[src/rtl/i2c_seq_pkg.sv]
package i2c_seq_pkg;

   // protocol-level step of the transfer
   typedef enum logic [2:0] {
      XS_DONE,
      XS_START,
      XS_WRITE,
      XS_READ,
      XS_ERROR
   } xfer_st_e;

   // micro-phase of the register-bus sequencing
   typedef enum logic [3:0] {
      PH_IDLE,
      PH_NEXT,    // descriptor of msg_q is valid, decide start or continue
      PH_WDATA,   // write data register
      PH_WCMD,    // write command register
      PH_WAIT,    // wait for interrupt edge
      PH_STAT,    // read status register
      PH_RDATA,   // read data register into buffer
      PH_ADV,     // end-of-message test
      PH_ISSUE    // issue next read or write
   } phase_e;

   localparam logic [7:0] CMD_BEGIN   = 8'h91;
   localparam logic [7:0] CMD_END     = 8'h41;
   localparam logic [7:0] CMD_RD_ACK  = 8'h21;
   localparam logic [7:0] CMD_RD_NACK = 8'h29;
   localparam logic [7:0] CMD_WR      = 8'h11;
   localparam logic [7:0] CMD_CLR     = 8'h01;

   localparam int unsigned ST_NACK_BIT = 7;
   localparam int unsigned ST_ARB_BIT  = 5;

endpackage

[src/rtl/i2c_seq_irqedge.sv]
module i2c_seq_irqedge #(
   parameter int unsigned SYNC = 2
) (
   input  logic clk,
   input  logic rst_n,
   input  logic irq_in,
   output logic rise
);
   logic lvl;
   logic prev_q;

   generate
      if (SYNC == 0) begin : g_direct
         assign lvl = irq_in;
      end else begin : g_sync
         localparam int unsigned SW = SYNC;
         logic [SW-1:0] sh_q;
         always_ff @(posedge clk) begin
            if (!rst_n) sh_q <= '0;
            else        sh_q <= (sh_q << 1) | SW'(irq_in);
         end
         assign lvl = sh_q[SW-1];
      end
   endgenerate

   always_ff @(posedge clk) begin
      if (!rst_n) prev_q <= 1'b0;
      else        prev_q <= lvl;
   end

   assign rise = lvl & ~prev_q;
endmodule

[src/rtl/i2c_seq_timer.sv]
module i2c_seq_timer #(
   parameter int unsigned LIMIT = 1000,
   localparam int unsigned CW = (LIMIT > 1) ? $clog2(LIMIT) : 1
) (
   input  logic clk,
   input  logic rst_n,
   input  logic clear,
   input  logic run,
   output logic expire
);
   generate
      if (LIMIT == 0) begin : g_off
         assign expire = 1'b0;
      end else begin : g_on
         logic [CW-1:0] cnt_q;
         always_ff @(posedge clk) begin
            if (!rst_n)                cnt_q <= '0;
            else if (clear)            cnt_q <= '0;
            else if (run && !expire)   cnt_q <= cnt_q + CW'(1);
         end
         assign expire = run && (cnt_q == CW'(LIMIT - 1));


         cnt_bound_chk: assert property (@(posedge clk) disable iff (!rst_n)
            cnt_q <= CW'(LIMIT - 1));
      end
   endgenerate
endmodule

[src/rtl/i2c_seq_regport.sv]
module i2c_seq_regport
   import i2c_seq_pkg::*;
#(
   parameter int unsigned    AW       = 3,
   parameter logic [AW-1:0]  DATA_REG = 3,
   parameter logic [AW-1:0]  CMD_REG  = 4
) (
   input  phase_e        phase,
   input  logic [7:0]    dat,
   input  logic [7:0]    cmd,
   output logic          we,
   output logic          re,
   output logic [AW-1:0] addr,
   output logic [7:0]    wdata
);
   always_comb begin
      we    = 1'b0;
      re    = 1'b0;
      addr  = CMD_REG;
      wdata = 8'h00;
      case (phase)
         PH_WDATA: begin we = 1'b1; addr = DATA_REG; wdata = dat; end
         PH_WCMD:  begin we = 1'b1; wdata = cmd; end
         PH_STAT:  re = 1'b1;
         PH_RDATA: begin re = 1'b1; addr = DATA_REG; end
         default:  ;
      endcase
   end
endmodule

[src/rtl/i2c_msg_seq.sv]
module i2c_msg_seq
   import i2c_seq_pkg::*;
#(
   parameter int unsigned        MAX_MSGS    = 4,
   parameter int unsigned        MAX_LEN     = 16,
   parameter int unsigned        TIMEOUT_CYC = 100_000_000,
   parameter int unsigned        IRQ_SYNC    = 2,
   parameter int unsigned        REG_AW      = 3,
   parameter logic [REG_AW-1:0]  DATA_REG    = 3,
   parameter logic [REG_AW-1:0]  CMD_REG     = 4,
   localparam int unsigned CNT_W  = $clog2(MAX_MSGS + 1),
   localparam int unsigned MIDX_W = (MAX_MSGS > 1) ? $clog2(MAX_MSGS) : 1,
   localparam int unsigned LEN_W  = $clog2(MAX_LEN + 1)
) (
   input  logic              clk,
   input  logic              rst_n,
   input  logic              go,
   input  logic [CNT_W-1:0]  go_count,
   output logic              busy,
   output logic              done,
   output logic              error,
   output logic              timeout,
   output logic [MIDX_W-1:0] desc_idx,
   input  logic [6:0]        desc_addr,
   input  logic              desc_rd,
   input  logic              desc_nostart,
   input  logic [LEN_W-1:0]  desc_len,
   output logic [LEN_W-1:0]  buf_pos,
   output logic              buf_we,
   output logic [7:0]        buf_wdata,
   input  logic [7:0]        buf_rdata,
   output logic              reg_we,
   output logic              reg_re,
   output logic [REG_AW-1:0] reg_addr,
   output logic [7:0]        reg_wdata,
   input  logic [7:0]        reg_rdata,
   input  logic              irq
);
   initial begin
      assert (MAX_MSGS >= 1) else $error("MAX_MSGS must be at least 1");
      assert (MAX_LEN >= 1) else $error("MAX_LEN must be at least 1");
      assert (DATA_REG != CMD_REG) else $error("register addresses collide");
   end

   phase_e           phase_q;
   xfer_st_e         xst_q;
   logic [CNT_W-1:0] msg_q, cnt_q;
   logic [LEN_W-1:0] pos_q;
   logic [7:0]       dat_q, cmd_q;
   logic             fin_q, done_q, err_q, tmo_q;
   logic             irq_rise, expire, accept, last_msg;

   assign accept   = (phase_q == PH_IDLE) && go && (go_count != '0);
   assign last_msg = (msg_q + CNT_W'(1)) == cnt_q;
   assign busy     = (phase_q != PH_IDLE);

   i2c_seq_irqedge #(.SYNC(IRQ_SYNC)) u_edge (
      .clk(clk), .rst_n(rst_n), .irq_in(irq), .rise(irq_rise));

   i2c_seq_timer #(.LIMIT(TIMEOUT_CYC)) u_timer (
      .clk(clk), .rst_n(rst_n), .clear(accept), .run(busy), .expire(expire));

   i2c_seq_regport #(.AW(REG_AW), .DATA_REG(DATA_REG), .CMD_REG(CMD_REG)) u_port (
      .phase(phase_q), .dat(dat_q), .cmd(cmd_q),
      .we(reg_we), .re(reg_re), .addr(reg_addr), .wdata(reg_wdata));

   always_ff @(posedge clk) begin
      if (!rst_n) begin
         phase_q <= PH_IDLE;
         xst_q   <= XS_DONE;
         msg_q   <= '0;
         cnt_q   <= '0;
         pos_q   <= '0;
         dat_q   <= '0;
         cmd_q   <= '0;
         fin_q   <= 1'b0;
         done_q  <= 1'b0;
         err_q   <= 1'b0;
         tmo_q   <= 1'b0;
      end else begin
         done_q <= 1'b0;
         err_q  <= 1'b0;
         tmo_q  <= 1'b0;
         if (expire) begin
            tmo_q   <= 1'b1;
            phase_q <= PH_IDLE;
         end else begin
            case (phase_q)
               PH_IDLE: if (accept) begin
                  cnt_q   <= go_count;
                  msg_q   <= '0;
                  pos_q   <= '0;
                  fin_q   <= 1'b0;
                  xst_q   <= XS_START;
                  phase_q <= PH_NEXT;
               end
               PH_NEXT: begin
                  if (desc_nostart && (msg_q != '0)) begin
                     xst_q   <= desc_rd ? XS_READ : XS_WRITE;
                     phase_q <= PH_ISSUE;
                  end else begin
                     xst_q   <= XS_START;
                     dat_q   <= {desc_addr, desc_rd};
                     cmd_q   <= CMD_BEGIN;
                     phase_q <= PH_WDATA;
                  end
               end
               PH_WDATA: phase_q <= PH_WCMD;
               PH_WCMD: begin
                  if (fin_q) begin
                     done_q  <= (xst_q == XS_DONE);
                     err_q   <= (xst_q == XS_ERROR);
                     phase_q <= PH_IDLE;
                  end else begin
                     phase_q <= PH_WAIT;
                  end
               end
               PH_WAIT: if (irq_rise) phase_q <= PH_STAT;
               PH_STAT: begin
                  if (xst_q == XS_DONE || xst_q == XS_ERROR) begin
                     cmd_q   <= CMD_CLR;
                     fin_q   <= 1'b1;
                     phase_q <= PH_WCMD;
                  end else if (reg_rdata[ST_ARB_BIT]) begin
                     xst_q   <= XS_ERROR;
                     cmd_q   <= CMD_END;
                     phase_q <= PH_WCMD;
                  end else if (xst_q == XS_START || xst_q == XS_WRITE) begin
                     if (reg_rdata[ST_NACK_BIT]) begin
                        xst_q   <= XS_ERROR;
                        cmd_q   <= CMD_END;
                        phase_q <= PH_WCMD;
                     end else begin
                        xst_q   <= desc_rd ? XS_READ : XS_WRITE;
                        phase_q <= PH_ADV;
                     end
                  end else begin
                     phase_q <= PH_RDATA;
                  end
               end
               PH_RDATA: begin
                  pos_q   <= pos_q + LEN_W'(1);
                  phase_q <= PH_ADV;
               end
               PH_ADV: begin
                  if (pos_q == desc_len) begin
                     if (last_msg) begin
                        xst_q   <= XS_DONE;
                        cmd_q   <= CMD_END;
                        phase_q <= PH_WCMD;
                     end else begin
                        msg_q   <= msg_q + CNT_W'(1);
                        pos_q   <= '0;
                        phase_q <= PH_NEXT;
                     end
                  end else begin
                     phase_q <= PH_ISSUE;
                  end
               end
               PH_ISSUE: begin
                  if (xst_q == XS_READ) begin
                     cmd_q   <= (pos_q == desc_len - LEN_W'(1)) ? CMD_RD_NACK : CMD_RD_ACK;
                     phase_q <= PH_WCMD;
                  end else begin
                     dat_q   <= buf_rdata;
                     pos_q   <= pos_q + LEN_W'(1);
                     cmd_q   <= CMD_WR;
                     phase_q <= PH_WDATA;
                  end
               end
               default: phase_q <= PH_IDLE;
            endcase
         end
      end
   end

   assign desc_idx  = msg_q[MIDX_W-1:0];
   assign buf_pos   = pos_q;
   assign buf_we    = (phase_q == PH_RDATA);
   assign buf_wdata = reg_rdata;
   assign done      = done_q;
   assign error     = err_q;
   assign timeout   = tmo_q;


   data_then_cmd_chk: assert property (@(posedge clk) disable iff (!rst_n)
      (reg_we && reg_addr == DATA_REG) |=> (reg_we && reg_addr == CMD_REG));


   single_access_chk: assert property (@(posedge clk) disable iff (!rst_n)
      reg_we |-> !reg_re);


   go_launch_chk: assert property (@(posedge clk) disable iff (!rst_n)
      (go && !busy && go_count != '0) |=> ##1 (reg_we && reg_addr == DATA_REG));


   store_after_stat_chk: assert property (@(posedge clk) disable iff (!rst_n)
      buf_we |-> (reg_re && reg_addr == DATA_REG && $past(reg_re && reg_addr == CMD_REG)));


   result_after_ack_chk: assert property (@(posedge clk) disable iff (!rst_n)
      (done || error) |-> $past(reg_we && reg_addr == CMD_REG && reg_wdata == CMD_CLR));


   timeout_idle_chk: assert property (@(posedge clk) disable iff (!rst_n)
      timeout |-> (!busy && !done && !error));

endmodule

[config.mk]
export PLATFORM = sky130hd
export DESIGN_NAME = i2c_msg_seq
export DESIGN_NICKNAME = d
export VERILOG_FILES = /design/src/rtl/i2c_seq_pkg.sv /design/src/rtl/i2c_seq_irqedge.sv /design/src/rtl/i2c_seq_timer.sv /design/src/rtl/i2c_seq_regport.sv /design/src/rtl/i2c_msg_seq.sv
export SDC_FILE = /design/constraint.sdc
export NUM_CORES = 1
export LEC_CHECK = 0
export BUFFER_PORTS_ARGS = -buffer_cell sky130_fd_sc_hd__buf_2
export CAP_MARGIN = 0
export CORE_ASPECT_RATIO = 1.75
export CORE_MARGIN = 4
export CORE_UTILIZATION = 60
export CTS_CLUSTER_SIZE = 16
export DETAILED_ROUTE_END_ITERATION = 16
export GPL_TIMING_DRIVEN = 0
export PLACE_DENSITY = 0.93
export SYNTH_ARGS = -nofsm -noshare
export SYNTH_HDL_FRONTEND = slang
export SYNTH_SLANG_ARGS = --single-unit
export TNS_END_PERCENT = 20
[constraint.sdc]
create_clock -name clk -period 4 [get_ports clk]
set_clock_uncertainty 0.05 [all_clocks]
set_input_delay 0.8 -clock clk [delete_from_list [all_inputs] [get_ports clk]]
set_output_delay 0.8 -clock clk [all_outputs]
set_load 0.05 [all_outputs]
==> run_summary.xml, run 1 <==
<?xml version="1.0" encoding="UTF-8"?>
<metrics>
  <group name="run_status">
    <metric name="outcome" unit="">finished, final reports clean</metric>
  </group>
  <group name="logic_synthesis">
    <metric name="postSynth.asyncResetShare" unit="">0</metric>
    <metric name="yosys.cell_types.count" unit="">58</metric>
    <metric name="syn_avg_cell_area" unit="um^2">8.36</metric>
    <metric name="synth.cells.most_frequent" unit="">sky130_fd_sc_hd__dfxtp_1, sky130_fd_sc_hd__nor2_1, sky130_fd_sc_hd__nand2_1</metric>
    <metric name="netlist.top_cell.by_area" unit="">sky130_fd_sc_hd__dfxtp_1</metric>
    <metric name="most_repeated_cell_in_the_gate_level_netlist_after_synthesis" unit="">sky130_fd_sc_hd__dfxtp_1</metric>
    <metric name="cell_area_after_technology_mapping" unit="um^2">3660</metric>
    <metric name="synth.ff_latch_count" unit="">66</metric>
    <metric name="synth_edf_count" unit="">0</metric>
    <metric name="synthTopCellsByArea" unit="">sky130_fd_sc_hd__dfxtp_1, sky130_fd_sc_hd__xnor2_1, sky130_fd_sc_hd__nor2_1</metric>
    <metric name="ys_warn_count" unit="">0</metric>
    <metric name="ys_dominant_reg_cell" unit="">sky130_fd_sc_hd__dfxtp_1</metric>
    <metric name="post_syn_nets" unit="">480</metric>
    <metric name="postSynthCellCount" unit="">438</metric>
    <metric name="share_of_the_synthesized_area_in_the_top_cell_type" unit="">0.361</metric>
    <metric name="seq_area_frac_synth" unit="">0.361</metric>
  </group>
  <group name="power">
    <metric name="power_frac_seq" unit="">0.400</metric>
    <metric name="share_clk_of_total_power" unit="">0.263</metric>
    <metric name="total_power" unit="uW">1970</metric>
    <metric name="ir_worst_vdd" unit="mV">0.388</metric>
    <metric name="switching_share" unit="">0.371</metric>
    <metric name="cellInternalPower" unit="uW">1240</metric>
    <metric name="p_leak" unit="uW">0.00178</metric>
    <metric name="powerDensity" unit="nW/um^2">463</metric>
    <metric name="netSwitchingPower" unit="uW">729</metric>
    <metric name="comb_power_share" unit="">0.337</metric>
  </group>
  <group name="clock_network">
    <metric name="tritoncts_buffer_count" unit="">9</metric>
    <metric name="post_cts.resized_instances" unit="">0</metric>
    <metric name="cts-root-buf" unit="">sky130_fd_sc_hd__clkbuf_8</metric>
    <metric name="worst_skew_pair.late_latency" unit="ps">350</metric>
    <metric name="htree_num_levels" unit="">3</metric>
    <metric name="clock-sinks" unit="">66</metric>
    <metric name="clk_pin_slew_worst_paths" unit="ps">70</metric>
    <metric name="postCtsHoldBufs" unit="">0</metric>
    <metric name="cts_setup_buffers" unit="">0</metric>
    <metric name="cts_tree" unit="">yes</metric>
    <metric name="clockBufferDepth" unit="">2</metric>
  </group>
  <group name="routing">
    <metric name="detail_route.wl_per_cell" unit="um">15.6</metric>
    <metric name="drt_wl_total" unit="um">9280</metric>
    <metric name="drt_first_iter_violations" unit="">201</metric>
    <metric name="number_of_iterations_in_the_first_detailed_routing_pass" unit="">4</metric>
    <metric name="ant_nets" unit="">0</metric>
    <metric name="vias_per_cell" unit="">5.97</metric>
    <metric name="dr_total_vias" unit="">3548</metric>
    <metric name="drc_errors" unit="">0</metric>
  </group>
  <group name="place">
    <metric name="port_buffers" unit="">62</metric>
    <metric name="preCtsSetupSlack" unit="ps">962</metric>
    <metric name="routabilityCongestion" unit="">0.909</metric>
    <metric name="dpl.hpwl" unit="um">7150</metric>
  </group>
  <group name="sta">
    <metric name="setup_ws" unit="ps">837</metric>
    <metric name="tightest_slew" unit="ps">1160</metric>
    <metric name="fmaxAchievable" unit="MHz">316</metric>
    <metric name="number_of_pins_with_negative_max_slew_slack_in_the_final_report" unit="">0</metric>
    <metric name="max_slew_margin" unit="">0.215</metric>
    <metric name="fin_crit" unit="ps">3160</metric>
    <metric name="timing_hold_violations_final" unit="">0</metric>
    <metric name="finalSetupViolCount" unit="">0</metric>
    <metric name="totalNegativeSetupSlack" unit="ps">0</metric>
    <metric name="post-route-period-util" unit="">0.791</metric>
    <metric name="setup_repair_after_global_routing_missed_its_margin" unit="">no</metric>
  </group>
  <group name="finish">
    <metric name="filler_cell_count" unit="">510</metric>
    <metric name="number_of_nets_in_the_layout" unit="">553</metric>
    <metric name="post_route_cells_drive_above_1_share" unit="">0.190</metric>
    <metric name="utilization" unit="">0.717</metric>
    <metric name="flow.area_growth_from_synthesis" unit="%">16.1</metric>
    <metric name="insertedDiodeCount" unit="">0</metric>
  </group>
  <group name="grt">
    <metric name="largest_net_degree_at_the_start_of_global_routing" unit="">11</metric>
    <metric name="grt_first_pass_wirelength" unit="um">15300</metric>
    <metric name="antenna_found_initial" unit="">0</metric>
    <metric name="global_route.overflow_total" unit="">0</metric>
    <metric name="globalRouteTotalUtil" unit="">0.262</metric>
    <metric name="first_global_vias" unit="">3592</metric>
  </group>
  <group name="worst_setup_path">
    <metric name="crit_path_max_fanout" unit="">10</metric>
    <metric name="criticalPathCategory" unit="">flop to primary output</metric>
    <metric name="cp.arrival" unit="ps">2310</metric>
    <metric name="timing.critical_path.required" unit="ps">3150</metric>
    <metric name="crit_path_start_kind" unit="">flop</metric>
    <metric name="setup.worst_path.end_class" unit="">primary output</metric>
  </group>
  <group name="floorplanning">
    <metric name="die_height" unit="um">111</metric>
    <metric name="die_area" unit="um^2">7470</metric>
    <metric name="placementRows" unit="">37</metric>
    <metric name="initial_utilization" unit="">0.618</metric>
    <metric name="design.portCount" unit="">70</metric>
    <metric name="die_w" unit="um">67.1</metric>
    <metric name="core_area" unit="um^2">5930</metric>
  </group>
  <group name="min_path">
    <metric name="hold_path.class" unit="">flop to flop</metric>
  </group>
  <group name="run">
    <metric name="maxCapViolations" unit="">0</metric>
  </group>
</metrics>
per-layer routing:
layer	part of all wire	track usage	wire length, um	vias up
met5	0	0	0	-
met4	0.038	0.168	357	0
met3	0.055	0.0666	512	33
met2	0.55	0.466	5090	131
met1	0.36	0.254	3320	1693
li1	-	-	-	1691
power groups by stage:
stage               Sequential, uW  Combinational (uW)  Clock (uW)
floorplan                      799                 492           0
global placement               794                 641           0
detailed placement             801                 656           0
CTS                            786                 658         530
global route                   795                 717         557
finish                         787                 662         518
critical path: stages (launching register included):
cell and delay (ps):
sky130_fd_sc_hd__dfxtp_1 300, sky130_fd_sc_hd__clkbuf_1 170, sky130_fd_sc_hd__nor4_1 730, sky130_fd_sc_hd__clkbuf_1 410, sky130_fd_sc_hd__inv_1 120, sky130_fd_sc_hd__buf_2 230
final timing paths:
| path | startpoint | to | slack (ps) | cells after the start |
|---|---|---|---|---|
| min | u_edge.g_sync.sh_q[0] | u_edge.g_sync.sh_q[1] | 400 | 1 |
| min reg2reg | u_edge.g_sync.sh_q[0] | u_edge.g_sync.sh_q[1] | 400 | 1 |
| max reg2reg | msg_q[0] | xst_q[0] | 1010 | 8 |
| max | phase_q[2] | busy | 840 | 5 |
cells in the final DEF (no fill, tap or decap), types with 15 or more instances in the layout:
cell                       Yosys  layout
sky130_fd_sc_hd__nor2_1       46      46
sky130_fd_sc_hd__buf_2         2      64
sky130_fd_sc_hd__nand3_1      22      22
sky130_fd_sc_hd__a21oi_1      15      15
sky130_fd_sc_hd__o21ai_0      16      16
sky130_fd_sc_hd__inv_1        18      18
sky130_fd_sc_hd__xnor2_1      28      28
sky130_fd_sc_hd__clkbuf_1     14      16
sky130_fd_sc_hd__mux2i_1      17      17
sky130_fd_sc_hd__dfxtp_1      66      66
sky130_fd_sc_hd__nand2_1      38      38
sequential cells by signal (all words and copies together) (netlist names):
| name | cells |
|---|---|
| cmd_q | 6 |
| xst_q | 3 |
| error | 1 |
| u_timer.g_on.cnt_q | 27 |
| u_edge.prev_q | 1 |
| phase_q | 4 |
| u_edge.g_sync.sh_q | 2 |
| fin_q | 1 |
| done | 1 |
| dat_q | 8 |
| cnt_q | 3 |
| buf_pos | 5 |
| msg_q | 3 |
| timeout | 1 |
per-stage QoR:
step / hold WS, ps / cell area (um^2) / instances
final: 397 / 4250 / 594
after global routing: 434 / 4250 / 594
after detailed placement: 384 / 4070 / 578
after CTS: 401 / 4250 / 594
after floorplan: 362 / 3660 / 438
after global placement: 363 / 4070 / 578
logic make-up (layout without fill, tap and decap cells):
logic type                 after synthesis  after routing  share of synthesized area
AOI/OAI and AO/OA                       76             76                      0.145
buffers and inverters                   48            126                     0.0643
and+or+nand+nor                        190            190                      0.276
xor gates and xnor gates                35             35                     0.0875
muxes                                   18             18                     0.0496
DFF                                     66             66                      0.361
adders and majority gates                5              5                     0.0171
area by class of cell:
type	instances	area [um^2]	share of cell area
clock inverters	2	10.0	0.00235
inverters	18	67.6	0.0159
repair buffers	62	310	0.0730
plain buffers	30	168	0.0394
flip-flops and latches	66	1320	0.311
well taps	78	97.6	0.0230
clock buffers	14	173	0.0406
multi-input cells	324	2100	0.495
(Power assumes the default switching activity.)
==> inputs of run 2 (changes only) <==
--- a/config.mk
+++ b/config.mk
@@ -9,11 +9,11 @@
 export CAP_MARGIN = 0
 export CORE_ASPECT_RATIO = 1.75
 export CORE_MARGIN = 4
-export CORE_UTILIZATION = 60
+export CORE_UTILIZATION = 50
 export CTS_CLUSTER_SIZE = 16
 export DETAILED_ROUTE_END_ITERATION = 16
 export GPL_TIMING_DRIVEN = 0
-export PLACE_DENSITY = 0.93
+export PLACE_DENSITY = 0.83
 export SYNTH_ARGS = -nofsm -noshare
 export SYNTH_HDL_FRONTEND = slang
 export SYNTH_SLANG_ARGS = --single-unit
==> constraint.sdc (replaced) <==
create_clock -name clk -period 2.8 [get_ports clk]
set_clock_uncertainty 0.05 [all_clocks]
set_input_delay 0.56 -clock clk [delete_from_list [all_inputs] [get_ports clk]]
set_output_delay 0.56 -clock clk [all_outputs]
set_load 0.05 [all_outputs]
==> run 2 against run 1 <==
Net effect: combinational power rose by 48%; power rose by 65%; design area rose by 5.2%; core utilization fell by 9.5 points; via count fell by 0.85%; critical path type is now flop to flop.
==> run_summary.xml, run 2 (same netlist as run 1, synthesis figures left out) <==
<?xml version="1.0" encoding="UTF-8"?>
<metrics>
  <group name="run_status">
    <metric name="outcome" unit="">finished, final reports clean</metric>
  </group>
  <group name="worst_setup_path">
    <metric name="setup.worst_path.end_class" unit="">flop</metric>
    <metric name="crit_path_max_incr_delay" unit="ps">530</metric>
    <metric name="crit_path_max_fanout" unit="">10</metric>
    <metric name="criticalPathCategory" unit="">flop to flop</metric>
    <metric name="path_cells" unit="">or4b_1 -&gt; or4_1 -&gt; buf_2 -&gt; nor4_4 -&gt; buf_6 -&gt; nor3_1 -&gt; xnor2_1 -&gt; nor2_1</metric>
    <metric name="worst_path_max_delay_cell" unit="">sky130_fd_sc_hd__or4b_1</metric>
    <metric name="crit_path_start_kind" unit="">flop</metric>
    <metric name="timing.critical_path.required" unit="ps">2960</metric>
    <metric name="cp.arrival" unit="ps">2890</metric>
  </group>
  <group name="sta">
    <metric name="setup_repair_after_global_routing_missed_its_margin" unit="">yes</metric>
    <metric name="timing_hold_violations_final" unit="">0</metric>
    <metric name="tightest_slew" unit="ps">1060</metric>
    <metric name="setup_ws" unit="ps">71.5</metric>
    <metric name="post-route-period-util" unit="">0.974</metric>
    <metric name="finalSetupViolCount" unit="">0</metric>
    <metric name="number_of_pins_with_negative_max_slew_slack_in_the_final_report" unit="">0</metric>
    <metric name="fin_crit" unit="ps">2730</metric>
    <metric name="fmaxAchievable" unit="MHz">367</metric>
    <metric name="max_slew_margin" unit="">0.277</metric>
  </group>
  <group name="routing">
    <metric name="number_of_iterations_in_the_first_detailed_routing_pass" unit="">5</metric>
    <metric name="drc_errors" unit="">0</metric>
    <metric name="highest-signal-layer" unit="">met4</metric>
    <metric name="drt_wl_total" unit="um">9530</metric>
    <metric name="dr_total_vias" unit="">3518</metric>
    <metric name="drt_first_iter_violations" unit="">186</metric>
    <metric name="detailroute.wirelength.met3" unit="um">542</metric>
    <metric name="vias_per_cell" unit="">5.81</metric>
    <metric name="ant_nets" unit="">0</metric>
    <metric name="detail_route.wl_per_cell" unit="um">15.7</metric>
    <metric name="met2_wirelength" unit="um">5000</metric>
    <metric name="m1WireLength" unit="um">3580</metric>
  </group>
  <group name="min_path">
    <metric name="hold_path.class" unit="">input pin to flop</metric>
  </group>
  <group name="finish">
    <metric name="post_route_cells_drive_above_1_share" unit="">0.212</metric>
    <metric name="layout.cells.most_common_list" unit="">sky130_fd_sc_hd__dfxtp_1, sky130_fd_sc_hd__buf_2, sky130_fd_sc_hd__nor2_1, sky130_fd_sc_hd__nand2_1, sky130_fd_sc_hd__xnor2_1</metric>
    <metric name="filler_cell_count" unit="">642</metric>
    <metric name="area_of_the_multi_input_gates" unit="um^2">2160</metric>
    <metric name="regArea" unit="um^2">1320</metric>
    <metric name="largestRegisters" unit="">u_timer.g_on.cnt_q x27, dat_q x8, cmd_q x6</metric>
    <metric name="flow.area_growth_from_synthesis" unit="%">22.1</metric>
    <metric name="regMostFlops" unit="">u_timer.g_on.cnt_q</metric>
    <metric name="insertedDiodeCount" unit="">0</metric>
    <metric name="utilization" unit="">0.622</metric>
    <metric name="number_of_nets_in_the_layout" unit="">557</metric>
    <metric name="most_common_cell_after_layout_fill_and_taps_aside" unit="">sky130_fd_sc_hd__dfxtp_1</metric>
    <metric name="largest_register_ff_count" unit="">27</metric>
  </group>
  <group name="clock_network">
    <metric name="tritoncts_buffer_count" unit="">9</metric>
    <metric name="cts-root-buf" unit="">sky130_fd_sc_hd__clkbuf_16</metric>
    <metric name="clk_pin_slew_worst_paths" unit="ps">60</metric>
    <metric name="cts_tree" unit="">yes</metric>
    <metric name="clockBufferDepth" unit="">2</metric>
    <metric name="clock-sinks" unit="">66</metric>
    <metric name="htree_num_levels" unit="">3</metric>
    <metric name="worst_skew_pair.late_latency" unit="ps">330</metric>
  </group>
  <group name="floorplanning">
    <metric name="initial_utilization" unit="">0.510</metric>
    <metric name="core_area" unit="um^2">7180</metric>
    <metric name="die_w" unit="um">72.7</metric>
    <metric name="die_area" unit="um^2">8810</metric>
    <metric name="placementRows" unit="">41</metric>
    <metric name="design.portCount" unit="">70</metric>
    <metric name="die_height" unit="um">121</metric>
  </group>
  <group name="grt">
    <metric name="antenna_found_initial" unit="">0</metric>
    <metric name="global_route.overflow_total" unit="">0</metric>
    <metric name="globalRouteTotalUtil" unit="">0.224</metric>
    <metric name="largest_net_degree_at_the_start_of_global_routing" unit="">11</metric>
    <metric name="first_global_vias" unit="">3596</metric>
    <metric name="grt_first_pass_wirelength" unit="um">15700</metric>
  </group>
  <group name="place">
    <metric name="routabilityCongestion" unit="">0.929</metric>
    <metric name="preCtsSetupSlack" unit="ps">-101</metric>
    <metric name="dpl.hpwl" unit="um">7140</metric>
    <metric name="port_buffers" unit="">62</metric>
  </group>
  <group name="run">
    <metric name="maxCapViolations" unit="">0</metric>
  </group>
  <group name="power">
    <metric name="ir_worst_vdd" unit="mV">0.513</metric>
    <metric name="powerDensity" unit="nW/um^2">728</metric>
    <metric name="p_leak" unit="uW">0.00187</metric>
  </group>
</metrics>
[run 2: cell types whose count changed in the layout (fill, tap and decap cells not counted), sizes merged]
cell | previous run | this run
buf | 78 | 81
bufinv | 0 | 1
clkbuf | 28 | 29
clkinv | 2 | 1
[run 2: critical path, delay by kind of cell (launching register included)]
| kind | cells | cell delay (ps) |
|---|---|---|
| AND/OR/NAND/NOR | 5 | 1620 |
| buffers and inverters | 2 | 420 |
| flip-flops | 1 | 350 |
| XOR/XNOR | 1 | 160 |
[run 2: what timing repair did]
item                                    in CTS  in global routing
endpoints found under the hold margin        0                  0
pin swaps                                    1                  1
hold buffers                                 0                  0
buffers inserted                             0                  4
gates resized for setup                      5                  8
endpoints found under the setup margin      29                 39
[run 2: cell type report]
| type | instances | share of cell area |
|---|---|---|
| Clock inverter | 2 | 0.00784 |
| Tap cell | 86 | 0.0241 |
| Buffer | 30 | 0.0383 |
| Inverter | 18 | 0.0151 |
| Sequential cell | 66 | 0.296 |
| Timing Repair Buffer | 66 | 0.0761 |
| Multi-Input combinational cell | 324 | 0.484 |
| Clock buffer | 14 | 0.0591 |
[run 2: layer usage]
layer,up-vias,track usage
met2,141,0.403
met4,0,0.136
met1,1648,0.221
li1,1696,-
met3,33,0.0589
met5,-,0
[run 2: power breakdown]
| part | internal (uW) | switching (uW) | total (uW) |
|---|---|---|---|
| logic | 351 | 631 | 982 |
| clock network | 737 | 405 | 1140 |
| registers | 1050 | 79.9 | 1130 |
| total | 2140 | 1120 | 3260 |
[run 2: final timing paths]
path                                            start                    end  slack, ps  cells after the start
worst max-delay path            u_timer.g_on.cnt_q[8]  u_timer.g_on.cnt_q[7]         70                      8
worst min register to register  u_edge.g_sync.sh_q[0]  u_edge.g_sync.sh_q[1]        410                      1
worst max register to register  u_timer.g_on.cnt_q[8]  u_timer.g_on.cnt_q[7]         70                      8
worst min-delay path                              irq  u_edge.g_sync.sh_q[0]        400                      2
[run 2: per-stage QoR]
step	hold WS, ps	cell area (um^2)	std cells	TNS (ps)	power, uW
floorplan	362	3660	438	0	1840
global placement	365	4080	586	-387	2050
detailed placement	405	4080	586	-662	2080
CTS	397	4400	602	0	3230
global route	397	4470	606	-827	3400
finish	405	4470	606	0	3260
==> inputs of run 3 (changes only) <==
--- a/config.mk
+++ b/config.mk
@@ -5,15 +5,15 @@
 export SDC_FILE = /design/constraint.sdc
 export NUM_CORES = 1
 export LEC_CHECK = 0
-export BUFFER_PORTS_ARGS = -buffer_cell sky130_fd_sc_hd__buf_2
 export CAP_MARGIN = 0
 export CORE_ASPECT_RATIO = 1.75
 export CORE_MARGIN = 4
-export CORE_UTILIZATION = 50
+export CORE_UTILIZATION = 57
 export CTS_CLUSTER_SIZE = 16
 export DETAILED_ROUTE_END_ITERATION = 16
+export DONT_BUFFER_PORTS = 1
 export GPL_TIMING_DRIVEN = 0
-export PLACE_DENSITY = 0.83
+export PLACE_DENSITY = 0.82
 export SYNTH_ARGS = -nofsm -noshare
 export SYNTH_HDL_FRONTEND = slang
 export SYNTH_SLANG_ARGS = --single-unit
==> run 3 against run 2 <==
Net effect: count of clock-buffer cells in the layout is 1 lower; flip-flop and latch count unchanged; die area is 11% lower; register-to-register slack about the same; via count down 5.9%; critical path type unchanged; largest cell class unchanged; highest routed layer unchanged.
==> run_summary.xml, run 3 (same netlist as run 1, synthesis figures left out) <==
<?xml version="1.0" encoding="UTF-8"?>
<metrics>
  <group name="clock_network">
    <metric name="cts-root-buf" unit="">sky130_fd_sc_hd__clkbuf_8</metric>
    <metric name="clockBufferDepth" unit="">2</metric>
    <metric name="htree_num_levels" unit="">3</metric>
    <metric name="worst_skew_pair.late_latency" unit="ps">350</metric>
    <metric name="clock-sinks" unit="">66</metric>
    <metric name="tritoncts_buffer_count" unit="">9</metric>
    <metric name="cts_tree" unit="">yes</metric>
    <metric name="clk_pin_slew_worst_paths" unit="ps">70</metric>
  </group>
  <group name="finish">
    <metric name="filler_cell_count" unit="">519</metric>
    <metric name="regMostFlops" unit="">u_timer.g_on.cnt_q</metric>
    <metric name="layout.cells.most_common_list" unit="">sky130_fd_sc_hd__dfxtp_1, sky130_fd_sc_hd__nor2_1, sky130_fd_sc_hd__nand2_1, sky130_fd_sc_hd__xnor2_1, sky130_fd_sc_hd__nand3_1</metric>
    <metric name="regArea" unit="um^2">1330</metric>
    <metric name="insertedDiodeCount" unit="">0</metric>
    <metric name="area_of_the_multi_input_gates" unit="um^2">2200</metric>
    <metric name="utilization" unit="">0.656</metric>
    <metric name="number_of_nets_in_the_layout" unit="">496</metric>
    <metric name="most_common_cell_after_layout_fill_and_taps_aside" unit="">sky130_fd_sc_hd__dfxtp_1</metric>
    <metric name="largestRegisters" unit="">u_timer.g_on.cnt_q x27, dat_q x8, cmd_q x6</metric>
    <metric name="flow.area_growth_from_synthesis" unit="%">11.7</metric>
    <metric name="post-route-cell-area" unit="um^2">4090</metric>
    <metric name="largest_register_ff_count" unit="">27</metric>
    <metric name="post_route_cells_drive_above_1_share" unit="">0.137</metric>
  </group>
  <group name="power">
    <metric name="ir_worst_vdd" unit="mV">0.541</metric>
    <metric name="netSwitchingPower" unit="uW">1060</metric>
    <metric name="total_power" unit="uW">2770</metric>
    <metric name="power_frac_seq" unit="">0.414</metric>
    <metric name="comb_power_share" unit="">0.337</metric>
    <metric name="switching_share" unit="">0.382</metric>
    <metric name="powerDensity" unit="nW/um^2">678</metric>
    <metric name="share_clk_of_total_power" unit="">0.249</metric>
    <metric name="p_leak" unit="uW">0.00153</metric>
    <metric name="cellInternalPower" unit="uW">1710</metric>
  </group>
  <group name="sta">
    <metric name="post-route-period-util" unit="">0.979</metric>
    <metric name="finalSetupViolCount" unit="">0</metric>
    <metric name="number_of_pins_with_negative_max_slew_slack_in_the_final_report" unit="">0</metric>
    <metric name="max_slew_margin" unit="">0.430</metric>
    <metric name="fmaxAchievable" unit="MHz">365</metric>
    <metric name="fin_crit" unit="ps">2740</metric>
    <metric name="tightest_slew" unit="ps">853</metric>
    <metric name="timing_hold_violations_final" unit="">0</metric>
    <metric name="setup_repair_after_global_routing_missed_its_margin" unit="">yes</metric>
  </group>
  <group name="run_status">
    <metric name="outcome" unit="">finished, final reports clean</metric>
  </group>
  <group name="routing">
    <metric name="drc_errors" unit="">0</metric>
    <metric name="dr_total_vias" unit="">3309</metric>
    <metric name="drt_first_iter_violations" unit="">110</metric>
    <metric name="ant_nets" unit="">0</metric>
    <metric name="number_of_iterations_in_the_first_detailed_routing_pass" unit="">4</metric>
    <metric name="drt_wl_total" unit="um">9130</metric>
    <metric name="vias_per_cell" unit="">6.14</metric>
    <metric name="detail_route.wl_per_cell" unit="um">16.9</metric>
  </group>
  <group name="floorplanning">
    <metric name="initial_utilization" unit="">0.588</metric>
    <metric name="core_area" unit="um^2">6230</metric>
    <metric name="die_height" unit="um">114</metric>
    <metric name="placementRows" unit="">38</metric>
    <metric name="die_w" unit="um">68.6</metric>
    <metric name="die_area" unit="um^2">7820</metric>
    <metric name="design.portCount" unit="">70</metric>
  </group>
  <group name="worst_setup_path">
    <metric name="r2r-start" unit="">u_timer.g_on.cnt_q[8]</metric>
    <metric name="timing.critical_path.buf_inv" unit="">3</metric>
    <metric name="critical_path.endpoint" unit="">dat_q[3]</metric>
    <metric name="cp.arrival" unit="ps">2930</metric>
    <metric name="worst_path_max_delay_cell" unit="">sky130_fd_sc_hd__or4b_1</metric>
    <metric name="regToRegEndpoint" unit="">dat_q[3]</metric>
    <metric name="path_cells" unit="">or4b_1 -&gt; or4_1 -&gt; buf_4 -&gt; nor3_1 -&gt; buf_4 -&gt; nor4_4 -&gt; buf_4 -&gt; o211a_1</metric>
    <metric name="criticalPathCategory" unit="">flop to flop</metric>
    <metric name="cp_top_family" unit="">simple AND/OR/NAND/NOR gates</metric>
    <metric name="crit_path_max_fanout" unit="">10</metric>
    <metric name="worst_setup_path_startpoint" unit="">u_timer.g_on.cnt_q[8]</metric>
    <metric name="worst-r2r-cell-count" unit="">8</metric>
    <metric name="r2r_slack" unit="ps">60</metric>
    <metric name="critical_path_cell_count" unit="">8</metric>
    <metric name="crit_path_max_incr_delay" unit="ps">530</metric>
    <metric name="crit_path_start_kind" unit="">flop</metric>
    <metric name="critical-path-top-cell-by-count" unit="">sky130_fd_sc_hd__buf_4</metric>
    <metric name="setup.worst_path.end_class" unit="">flop</metric>
    <metric name="timing.critical_path.required" unit="ps">2990</metric>
  </group>
  <group name="grt">
    <metric name="first_global_vias" unit="">3277</metric>
    <metric name="global_route.overflow_total" unit="">0</metric>
    <metric name="largest_net_degree_at_the_start_of_global_routing" unit="">11</metric>
    <metric name="grt_first_pass_wirelength" unit="um">14500</metric>
    <metric name="antenna_found_initial" unit="">0</metric>
    <metric name="globalRouteTotalUtil" unit="">0.246</metric>
  </group>
  <group name="min_path">
    <metric name="hold_path.class" unit="">input pin to flop</metric>
  </group>
  <group name="run">
    <metric name="maxCapViolations" unit="">0</metric>
  </group>
  <group name="place">
    <metric name="place_area" unit="um^2">3760</metric>
    <metric name="dpl.hpwl" unit="um">6710</metric>
    <metric name="routabilityCongestion" unit="">0.905</metric>
    <metric name="port_buffers" unit="">0</metric>
  </group>
</metrics>
==> run 3: changes by cell type in the layout (fill, tap and decap cells not counted), sizes merged <==
cell | before | now
clkbuf | 29 | 26
clkinvlp | 0 | 1
inv | 18 | 17
clkinv | 1 | 3
buf | 81 | 22
bufinv | 1 | 0
==> run 3: final cells by class <==
class	instances	area share
clock inverters	3	0.00367
well taps	80	0.0245
inverters	18	0.0174
multi-input cells	324	0.538
flip-flops and latches	66	0.324
plain buffers	30	0.0432
repair buffers	5	0.0125
clock buffers	13	0.0364
==> run 3: worst min path at each step <==
stage | from | cells after the start | to | slack [ps]
global route | irq | 1 | u_edge.g_sync.sh_q[0] | 280
finish | irq | 1 | u_edge.g_sync.sh_q[0] | 290
floorplan | u_edge.g_sync.sh_q[0] | 1 | u_edge.g_sync.sh_q[1] | 360
detailed placement | u_edge.g_sync.sh_q[0] | 1 | u_edge.g_sync.sh_q[1] | 370
global placement | u_edge.g_sync.sh_q[0] | 1 | u_edge.g_sync.sh_q[1] | 360
CTS | irq | 1 | u_edge.g_sync.sh_q[0] | 270
==> run 3: metrics by stage <==
| step | setup TNS [ps] | setup slack [ps] | hold slack (ps) | std cells |
|---|---|---|---|---|
| final | 0 | 58.2 | 285 | 539 |
| after global routing | -333 | -60.9 | 278 | 539 |
| after CTS | -33.5 | -28.1 | 271 | 534 |
| after detailed placement | -1170 | -263 | 373 | 518 |
| after global placement | -787 | -144 | 362 | 518 |
| after floorplan | 0 | 216 | 362 | 438 |
==> run 3: power groups by stage <==
stage | clock (uW) | sequential [uW] | combinational [uW]
after floorplan | 0 | 1140 | 703
after global placement | 0 | 1160 | 839
after detailed placement | 0 | 1160 | 851
after CTS | 701 | 1140 | 902
after global routing | 741 | 1160 | 1020
final | 689 | 1150 | 935
==> run 3: metal layers <==
metal,vias to the layer above,share of wire,global-route usage
li1,1578,-,-
met5,-,0,0
met4,0,0.044,0.161
met3,35,0.059,0.0650
met2,118,0.55,0.438
met1,1578,0.35,0.233
==> run 3: what timing repair did <==
action,4_1_cts,5_1_grt
hold buffers,0,0
gates cloned,0,1
setup endpoints to repair,42,34
pin swaps,1,2
gates resized for setup,24,13
setup buffers,0,4
